[config.mk]
export PLATFORM = sky130hd
export DESIGN_NAME = bridge_irq_ctrl
export DESIGN_NICKNAME = d
export VERILOG_FILES = /design/src/rtl/irq_pkg.sv /design/src/rtl/irq_rst_sync.sv /design/src/rtl/irq_sync.sv /design/src/rtl/irq_out_path.sv /design/src/rtl/irq_in_path.sv /design/src/rtl/bridge_irq_ctrl.sv
export SDC_FILE = /design/constraint.sdc
export NUM_CORES = 1
export LEC_CHECK = 0
export ABC_AREA = 1
export BUFFER_PORTS_ARGS = -buffer_cell sky130_fd_sc_hd__buf_4
export CORE_MARGIN = 2
export CORE_UTILIZATION = 55
export CTS_CLUSTER_SIZE = 24
export DETAILED_ROUTE_END_ITERATION = 6
export PLACE_DENSITY = 0.86
export RECOVER_POWER = 25
export SLEW_MARGIN = 20
export SYNTH_ARGS = -nofsm -noshare
export SYNTH_HDL_FRONTEND = slang
export SYNTH_HIERARCHICAL = 1
export SYNTH_SLANG_ARGS = --single-unit
[constraint.sdc]
create_clock -name clk -period 2 [get_ports clk]
set_input_delay 0.4 -clock clk [delete_from_list [all_inputs] [get_ports clk]]
set_output_delay 0.4 -clock clk [all_outputs]
set_load 0.005 [all_outputs]
[src/rtl/irq_pkg.sv]
package irq_pkg;
  typedef enum logic [1:0] {
    SEL_OUT_STAT = 2'd0,
    SEL_OUT_EN   = 2'd1,
    SEL_IN_STAT  = 2'd2,
    SEL_IN_EN    = 2'd3
  } reg_sel_e;

  localparam int unsigned IN_W    = 2;
  localparam int unsigned IN_RISE = 0;
  localparam int unsigned IN_FALL = 1;
endpackage

[src/rtl/irq_rst_sync.sv]
module irq_rst_sync #(
  parameter int unsigned STAGES = 2
) (
  input  logic clk,
  input  logic rst_n,
  output logic rst_sync_n_o
);
  logic [STAGES-1:0] chain_q;
  logic [STAGES-1:0] chain_d;

  always_comb begin
    chain_d = {chain_q[STAGES-2:0], 1'b1};
  end

  always_ff @(posedge clk or negedge rst_n) begin
    if (!rst_n) chain_q <= '0;
    else        chain_q <= chain_d;
  end

  assign rst_sync_n_o = chain_q[STAGES-1];
endmodule

[src/rtl/irq_sync.sv]
module irq_sync #(
  parameter int unsigned STAGES = 2
) (
  input  logic clk,
  input  logic rst_n,
  input  logic d_i,
  output logic q_o
);
  logic [STAGES-1:0] stage_q;

  genvar g;
  generate
    for (g = 0; g < STAGES; g++) begin : g_stage
      logic stage_d;
      if (g == 0) begin : g_first
        assign stage_d = d_i;
      end else begin : g_next
        assign stage_d = stage_q[g-1];
      end
      always_ff @(posedge clk or negedge rst_n) begin
        if (!rst_n) stage_q[g] <= 1'b0;
        else        stage_q[g] <= stage_d;
      end
    end
  endgenerate

  assign q_o = stage_q[STAGES-1];
endmodule

[src/rtl/irq_out_path.sv]
module irq_out_path #(
  parameter int unsigned SRC_W = 8
) (
  input  logic             clk,
  input  logic             rst_n,
  input  logic [SRC_W-1:0] set_i,
  input  logic             clr_we_i,
  input  logic             en_we_i,
  input  logic [SRC_W-1:0] wdata_i,
  output logic [SRC_W-1:0] stat_o,
  output logic [SRC_W-1:0] en_o,
  output logic             pend_o
);
  logic [SRC_W-1:0] stat_q, stat_d;
  logic [SRC_W-1:0] en_q, en_d;
  logic             stat_ce;
  logic [SRC_W-1:0] clr_mask;

  always_comb begin
    clr_mask = clr_we_i ? wdata_i : '0;
    stat_ce  = clr_we_i | (|set_i);
    stat_d   = (stat_q & ~clr_mask) | set_i;
    en_d     = wdata_i;
  end

  always_ff @(posedge clk or negedge rst_n) begin
    if (!rst_n)       stat_q <= '0;
    else if (stat_ce) stat_q <= stat_d;
  end

  always_ff @(posedge clk or negedge rst_n) begin
    if (!rst_n)       en_q <= '0;
    else if (en_we_i) en_q <= en_d;
  end

  assign stat_o = stat_q;
  assign en_o   = en_q;
  assign pend_o = |(stat_q & en_q);
endmodule

[src/rtl/irq_in_path.sv]
module irq_in_path
  import irq_pkg::*;
#(
  parameter int unsigned SYNC_STAGES = 2
) (
  input  logic            clk,
  input  logic            rst_n,
  input  logic            line_i,
  input  logic            clr_we_i,
  input  logic            en_we_i,
  input  logic [IN_W-1:0] wdata_i,
  output logic [IN_W-1:0] stat_o,
  output logic [IN_W-1:0] en_o,
  output logic            pend_o
);
  logic            line_sync;
  logic            prev_q;
  logic [IN_W-1:0] edge_set;
  logic [IN_W-1:0] stat_q, stat_d;
  logic [IN_W-1:0] en_q, en_d;
  logic [IN_W-1:0] clr_mask;
  logic            stat_ce;

  irq_sync #(.STAGES(SYNC_STAGES)) u_sync (
    .clk   (clk),
    .rst_n (rst_n),
    .d_i   (line_i),
    .q_o   (line_sync)
  );

  always_ff @(posedge clk or negedge rst_n) begin
    if (!rst_n) prev_q <= 1'b0;
    else        prev_q <= line_sync;
  end

  always_comb begin
    edge_set          = '0;
    edge_set[IN_RISE] = line_sync & ~prev_q;
    edge_set[IN_FALL] = ~line_sync & prev_q;
    clr_mask          = clr_we_i ? wdata_i : '0;
    stat_ce           = clr_we_i | (|edge_set);
    stat_d            = (stat_q & ~clr_mask) | edge_set;
    en_d              = wdata_i;
  end

  always_ff @(posedge clk or negedge rst_n) begin
    if (!rst_n)       stat_q <= '0;
    else if (stat_ce) stat_q <= stat_d;
  end

  always_ff @(posedge clk or negedge rst_n) begin
    if (!rst_n)       en_q <= '0;
    else if (en_we_i) en_q <= en_d;
  end

  assign stat_o = stat_q;
  assign en_o   = en_q;
  assign pend_o = |(stat_q & en_q);
endmodule

[src/rtl/bridge_irq_ctrl.sv]
module bridge_irq_ctrl
  import irq_pkg::*;
#(
  parameter int unsigned NUM_MBOX    = 4,
  parameter int unsigned NUM_ERR     = 3,
  parameter int unsigned ADDR_W      = 3,
  parameter int unsigned SYNC_STAGES = 2,
  parameter int unsigned RST_STAGES  = 2,
  localparam int unsigned SRC_W      = 1 + NUM_MBOX + NUM_ERR
) (
  input  logic                clk,
  input  logic                rst_n,
  input  logic                local_irq_i,
  input  logic [NUM_MBOX-1:0] mbox_wr_i,
  input  logic [NUM_ERR-1:0]  err_i,
  input  logic                pci_int_line_i,
  input  logic                reg_wr_i,
  input  logic [ADDR_W-1:0]   reg_addr_i,
  input  logic [SRC_W-1:0]    reg_wdata_i,
  output logic [SRC_W-1:0]    reg_rdata_o,
  output logic                pci_inta_n_o,
  output logic                local_irq_o
);
  logic             rst_int_n;
  logic             addr_hit;
  reg_sel_e         sel;
  logic             out_clr_we, out_en_we, in_clr_we, in_en_we;
  logic [SRC_W-1:0] out_set;
  logic [SRC_W-1:0] out_stat, out_en;
  logic [IN_W-1:0]  in_stat, in_en;
  logic             out_pend, in_pend;

  irq_rst_sync #(.STAGES(RST_STAGES)) u_rst (
    .clk          (clk),
    .rst_n        (rst_n),
    .rst_sync_n_o (rst_int_n)
  );

  always_comb begin
    addr_hit   = (reg_addr_i[ADDR_W-1:2] == '0);
    sel        = reg_sel_e'(reg_addr_i[1:0]);
    out_clr_we = reg_wr_i && addr_hit && (sel == SEL_OUT_STAT);
    out_en_we  = reg_wr_i && addr_hit && (sel == SEL_OUT_EN);
    in_clr_we  = reg_wr_i && addr_hit && (sel == SEL_IN_STAT);
    in_en_we   = reg_wr_i && addr_hit && (sel == SEL_IN_EN);
    out_set    = {err_i, mbox_wr_i, local_irq_i};
  end

  irq_out_path #(.SRC_W(SRC_W)) u_out (
    .clk      (clk),
    .rst_n    (rst_int_n),
    .set_i    (out_set),
    .clr_we_i (out_clr_we),
    .en_we_i  (out_en_we),
    .wdata_i  (reg_wdata_i),
    .stat_o   (out_stat),
    .en_o     (out_en),
    .pend_o   (out_pend)
  );

  irq_in_path #(.SYNC_STAGES(SYNC_STAGES)) u_in (
    .clk      (clk),
    .rst_n    (rst_int_n),
    .line_i   (pci_int_line_i),
    .clr_we_i (in_clr_we),
    .en_we_i  (in_en_we),
    .wdata_i  (reg_wdata_i[IN_W-1:0]),
    .stat_o   (in_stat),
    .en_o     (in_en),
    .pend_o   (in_pend)
  );

  always_comb begin
    reg_rdata_o = '0;
    if (addr_hit) begin
      case (sel)
        SEL_OUT_STAT: reg_rdata_o = out_stat;
        SEL_OUT_EN:   reg_rdata_o = out_en;
        SEL_IN_STAT:  reg_rdata_o = {{(SRC_W-IN_W){1'b0}}, in_stat};
        SEL_IN_EN:    reg_rdata_o = {{(SRC_W-IN_W){1'b0}}, in_en};
        default:      reg_rdata_o = '0;
      endcase
    end
  end

  assign pci_inta_n_o = ~out_pend;
  assign local_irq_o  = in_pend;
endmodule

==> results of run 1 <==
==> logic make-up (layout without fill, tap and decap cells) <==
group,count (synthesis),after routing,synth area share
buf+inv,22,58,0.0910
compound gates,27,27,0.124
simple gates,77,77,0.262
fa+ha+maj,2,2,0.0200
flops,25,25,0.500
other cells,1,1,0.00300
==> registers in the layout, indices dropped and copies added, names as in the netlist <==
register                     flops
u_in/u_sync/g_stage.stage_d      1
u_in/en_o                        2
u_out/en_o                       8
u_rst/chain_q                    2
u_in/prev_q                      1
u_in/stat_o                      2
u_out/stat_o                     8
u_in/u_sync/q_o                  1
==> how the worst max path moves through the flow <==
| stage | start | end | slack (ns) | cells past startpoint |
|---|---|---|---|---|
| global route | u_out/en_o[3] | pci_inta_n_o | 0.28 | 6 |
| CTS | u_out/en_o[3] | pci_inta_n_o | 0.40 | 6 |
| detailed placement | reg_addr_i[2] | u_out/stat_o[5] | 0.36 | 6 |
| floorplan | reg_addr_i[0] | u_out/en_o[4] | 0.62 | 5 |
| global placement | reg_addr_i[2] | u_out/stat_o[3] | 0.42 | 6 |
| finish | u_out/en_o[0] | pci_inta_n_o | 0.40 | 6 |
==> power by group through the flow <==
stage | Sequential [uW] | Combinational (uW) | Clock [uW]
3_3_place_gp | 614 | 216 | 0
2_1_floorplan | 610 | 129 | 0
6_report | 606 | 225 | 222
3_5_place_dp | 616 | 225 | 0
4_1_cts | 606 | 229 | 227
5_1_grt | 615 | 259 | 248
==> cells in the final DEF, fill, tap and decap left out, drive strengths merged, types with 2 or more instances in the layout <==
| cell | synthesis | final |
|---|---|---|
| buf | 4 | 32 |
| nor2 | 9 | 9 |
| ha | 2 | 2 |
| inv | 18 | 18 |
| nor3 | 3 | 3 |
| o21ai | 12 | 12 |
| a21o | 8 | 8 |
| nand2 | 60 | 60 |
| nand3 | 5 | 5 |
| a21oi | 7 | 7 |
| clkbuf | 0 | 7 |
| dfrtp | 25 | 25 |
==> through the flow <==
| stage | utilization | setup slack [ns] | hold WS, ns |
|---|---|---|---|
| floorplan | - | 0.622 | 0.104 |
| global route | 0.702 | 0.283 | 0.184 |
| CTS | 0.706 | 0.401 | 0.176 |
| finish | 0.702 | 0.402 | 0.200 |
| detailed placement | 0.689 | 0.364 | 0.185 |
| global placement | 0.689 | 0.416 | 0.182 |
==> repair_timing <==
action	4_1_cts	5_1_grt
buffers inserted	0	0
hold buffers	1	0
endpoints found under the hold margin	2	0
==> routing by layer <==
layer / part of all wire / GRT usage / vias to the layer above
li1: - / - / 556
met1: 0.40 / 0.262 / 506
met2: 0.51 / 0.406 / 46
met3: 0.066 / 0.0575 / 8
met4: 0.015 / 0.0877 / 0
met5: 0 / 0 / -
==> layout make-up <==
cell class,instances,share of cell area
Sequential cell,25,0.407
Multi-Input combinational cell,107,0.333
Timing Repair Buffer,36,0.172
Inverter,18,0.0488
Tap cell,28,0.0228
Clock buffer,4,0.0171
==> impl_metrics.tcl, run 1 <==
set metrics [dict create \
    power_leakage_uw 0.000760 \
    intPower_uw 748 \
    drive_gt1_frac 0.221 \
    relSlewSlack 0.185 \
    seqPwrFrac 0.575 \
    cp_slowest_stage_delay_ns 0.43 \
    clock-root-buffer "clkbuf_4" \
    synth_common_cells "58 x nand2_1, 25 x dfrtp_1, 16 x inv_1, 10 x o21ai_0, 8 x a21o_1" \
    reg2reg_from "u_rst/chain_q[1]" \
    yosysSeqAreaShare 0.500 \
    synth_most_common_cell "nand2_1" \
    period_minus_slack_ns 1.60 \
    clock_skew_ns 0.00485 \
    vias 1116 \
    die-area_mm2 0.00267 \
    dp_hpwl_um 2020 \
    min_from "pci_int_line_i" \
    drt_iter0_drc 37 \
    design.core.area_mm2 0.00219 \
    grt_start_max_net_pins 24 \
    fin_setup_tns_ns 0 \
    routedWlPerCell_um 12.2 \
    std_cell_rows 17 \
    critPathLaunchType "flop" \
    crit_buf_inv 2 \
    ys_types 19 \
    p_total_uw 1050 \
    worst_path_max_delay_cell "dfrtp_1" \
    holdCritPathClass "in2reg" \
    required_ns 1.60 \
    finalNetCount 216 \
    cts-buffers-inserted 3 \
    ioPinCount 33 \
    clk_pin_slew_worst_paths_ns 0.13 \
    firstDrtPassIters 4 \
    clkLatencyLatePin_ns 0.31 \
    maxCapViolCount 0 \
    synth_area_leaders "dfrtp_1 50%, nand2_1 17%, a21o_1 4.8%, inv_1 4.8%, o21ai_0 4.0%" \
    crit_family "flip-flops" \
    n_fill_cell 175 \
    fp.dieW_um 51.7 \
    whs_path_depth 1 \
    fin_cells 218 \
    synthesis.nets 179 \
    synth_warnings 6 \
    syn_area_mm2 0.00125 \
    clock_path_buffers 2 \
    final_cell_area_mm2 0.00154 \
    die_y_um 51.7 \
    async_flop_share 1.00 \
    crit_chain "nand2_1, nand2_1, nor2_1, nand2_1, inv_1, buf_4" \
    p_sw_frac 0.290 \
    cts_tree "yes" \
    gp_congestion 0.821 \
    rsz0062_at_grt "no" \
    area_growth_pct 23.0 \
    clockPowerShare 0.211 \
    ir_drop_mv 0.516 \
    htree_levels 1 \
    outcome "completed" \
    path_class "reg2out" \
    detail-route-antenna-nets 0 \
    arrival_ns 1.20 \
    reg2reg_setup_slack_ns 0.70 \
    synth.avg_cell_area_um2 8.12 \
    grt_first_pass_wirelength_um 4440 \
    grt.total_usage 0.228 \
    final-seq-area_um2 626 \
    end_kind "primary output" \
    cts_sinks 25 \
    synthDominantCellAreaShare 0.500 \
    grt_pass1_vias 1087 \
    initial_core_util 0.571 \
    ys_ff_latch 25 \
    placed_cell_area_mm2 0.00151 \
    drc 0 \
    avgViaCountPerCell 5.12 \
    synth_edf_count 0 \
    ys.flop_type "dfrtp_1" \
    setup_viol 0 \
    drv_slew 0 \
    synthCells 154 \
    crit_path_frequent_cell "nand2_1" \
    worst_slew_pin_slew_ns 1.22 \
    min_to "u_in/u_sync/g_stage[1].stage_d" \
    rr_worst_depth 1 \
    r2r-end "u_out/en_o[3]" \
    post-route-period-util 0.799 \
    finalHoldViolations 0 \
    synth_area_leader_cell "dfrtp_1" \
    power_density_mw_per_mm2 684 \
    p_switching_uw 305 \
    diodes 0 \
    multiInputGateArea_um2 512 \
    cp_max_fo 3 \
    port_buffers 32 \
    ctsResizeCount 0 \
    place_inst 213 \
    wirelength_um 2660 \
    fmax_mhz 626 \
    overflow 0 \
    pwr-share-comb 0.214 \
    antenna_found_initial 0 \
]
(Power assumes the default switching activity.)
==> run 2: changes to the inputs <==
--- a/config.mk
+++ b/config.mk
@@ -8,10 +8,10 @@
 export ABC_AREA = 1
 export BUFFER_PORTS_ARGS = -buffer_cell sky130_fd_sc_hd__buf_4
 export CORE_MARGIN = 2
-export CORE_UTILIZATION = 55
+export CORE_UTILIZATION = 51
 export CTS_CLUSTER_SIZE = 24
 export DETAILED_ROUTE_END_ITERATION = 6
-export PLACE_DENSITY = 0.86
+export PLACE_DENSITY = 0.81
 export RECOVER_POWER = 25
 export SLEW_MARGIN = 20
 export SYNTH_ARGS = -nofsm -noshare
==> constraint.sdc (replaced) <==
create_clock -name clk -period 1.58 [get_ports clk]
set_input_delay 0.316 -clock clk [delete_from_list [all_inputs] [get_ports clk]]
set_output_delay 0.316 -clock clk [all_outputs]
set_load 0.005 [all_outputs]
==> run 2 against run 1 <==
Compared with the run above:
- utilization shrank 2.3 points
- via count shrank 2.7%
- register-to-register slack got worse by 0.33 ns
- largest power group unchanged
==> impl_metrics.tcl, run 2 (synthesis gave the netlist of run 1 again) <==
set metrics [dict create \
    fin_cells 219 \
    finalHoldViolations 0 \
    fin_setup_tns_ns 0 \
    routedWlPerCell_um 12.0 \
    placed_cell_area_mm2 0.00151 \
    ioPinCount 33 \
    required_ns 1.26 \
    cp_max_fo 3 \
    r2r-end "u_out/en_o[1]" \
    fmax_mhz 664 \
    clock_path_buffers 2 \
    finalNetCount 217 \
    clock-root-buffer "clkbuf_4" \
    drt_iter0_drc 20 \
    p_total_uw 1340 \
    grt_start_max_net_pins 17 \
    cts-buffers-inserted 3 \
    fp.dieW_um 53.5 \
    power_density_mw_per_mm2 864 \
    vias 1086 \
    power_leakage_uw 0.000765 \
    min_to "u_in/u_sync/g_stage[1].stage_d" \
    final_cell_area_mm2 0.00155 \
    holdCritPathClass "in2reg" \
    initial_core_util 0.550 \
    drive_gt1_frac 0.225 \
    final_common_cell "nand2_1" \
    reg2reg_from "u_rst/chain_q[1]" \
    port_buffers 32 \
    std_cell_rows 17 \
    area_growth_pct 23.6 \
    diodes 0 \
    detail-route-antenna-nets 0 \
    die-area_mm2 0.00287 \
    cts_sinks 25 \
    arrival_ns 1.19 \
    grt_first_pass_wirelength_um 4300 \
    drc 0 \
    antenna_found_initial 0 \
    clock_skew_ns 0.00651 \
    dp_hpwl_um 2030 \
    final_cell_mix "58 x nand2_1, 33 x buf_4, 25 x dfrtp_1" \
    design.core.area_mm2 0.00228 \
    rsz0062_at_grt "yes" \
    cts_tree "yes" \
    fin_util 0.679 \
    firstDrtPassIters 4 \
    rr_worst_depth 1 \
    reg2reg_setup_slack_ns 0.37 \
    avgViaCountPerCell 4.96 \
    end_kind "primary output" \
    n_fill_cell 184 \
    post-route-period-util 0.953 \
    whs_path_depth 1 \
    path_class "reg2out" \
    maxCapViolCount 0 \
    worst_slew_pin_slew_ns 0.877 \
    clkLatencyLatePin_ns 0.31 \
    period_minus_slack_ns 1.51 \
    critPathLaunchType "flop" \
    die_y_um 53.5 \
    grt.total_usage 0.208 \
    grt_pass1_vias 1050 \
    htree_levels 1 \
    gp_congestion 0.806 \
    relSlewSlack 0.415 \
    overflow 0 \
    setup_viol 0 \
    ir_drop_mv 0.589 \
    place_inst 213 \
    clk_pin_slew_worst_paths_ns 0.13 \
    outcome "completed" \
    min_from "pci_int_line_i" \
    wirelength_um 2620 \
    drv_slew 0 \
]
## run 2: cell types whose count changed in the layout (fill, tap and decap cells not counted)
cell and delta:
buf_4 +1
## run 2: area by class of cell
| cell class | instances | area (um^2) | share of cell area |
|---|---|---|---|
| multi-input combinational | 107 | 512 | 0.331 |
| clock buffer | 4 | 26.3 | 0.0170 |
| sequential | 25 | 626 | 0.405 |
| inverter | 18 | 75.1 | 0.0485 |
| timing repair buffer | 37 | 273 | 0.176 |
| tap | 28 | 35.0 | 0.0227 |
## run 2: timing repair
action	in CTS	in global routing
endpoints found under the hold margin	2	0
resized for setup	0	0
hold buffers	1	0
setup endpoints to repair	0	1
setup buffers	0	1
## run 2: power by group
group	switching [uW]	internal [uW]
Sequential	58.3	711
Combinational	146	142
Clock	179	98.7
## run 2: stage by stage
stage                     setup WS, ns  hold WS, ns
after floorplan                  0.286       0.0204
after global placement           0.239       0.0990
after detailed placement         0.226        0.101
after CTS                       0.0565       0.0945
after global routing           -0.0247        0.107
final                           0.0749        0.124
## run 2: how the worst max path moves through the flow
| stage | startpoint | to | cells past startpoint | slack (ns) |
|---|---|---|---|---|
| floorplan | reg_addr_i[0] | u_out/en_o[4] | 5 | 0.29 |
| global placement | reg_addr_i[1] | reg_rdata_o[5] | 5 | 0.24 |
| detailed placement | reg_addr_i[1] | reg_rdata_o[5] | 5 | 0.23 |
| CTS | u_out/en_o[2] | pci_inta_n_o | 6 | 0.06 |
| global route | u_out/en_o[2] | pci_inta_n_o | 6 | -0.02 |
| finish | u_out/stat_o[5] | pci_inta_n_o | 6 | 0.07 |
## run 2: critical path, cell delays in order, from the launching register on
cell and delay, ns:
dfrtp_1 0.43, nand2_1 0.07, nand2_1 0.06, nor2_1 0.10
nand2_1 0.06, inv_1 0.05, buf_4 0.10
## run 2: per-layer routing
layer,GRT usage,vias up,wire length (um)
met3,0.0167,4,107
met5,0,-,0
met2,0.372,26,1330
li1,-,552,-
met4,0.0897,0,31
met1,0.258,504,1150
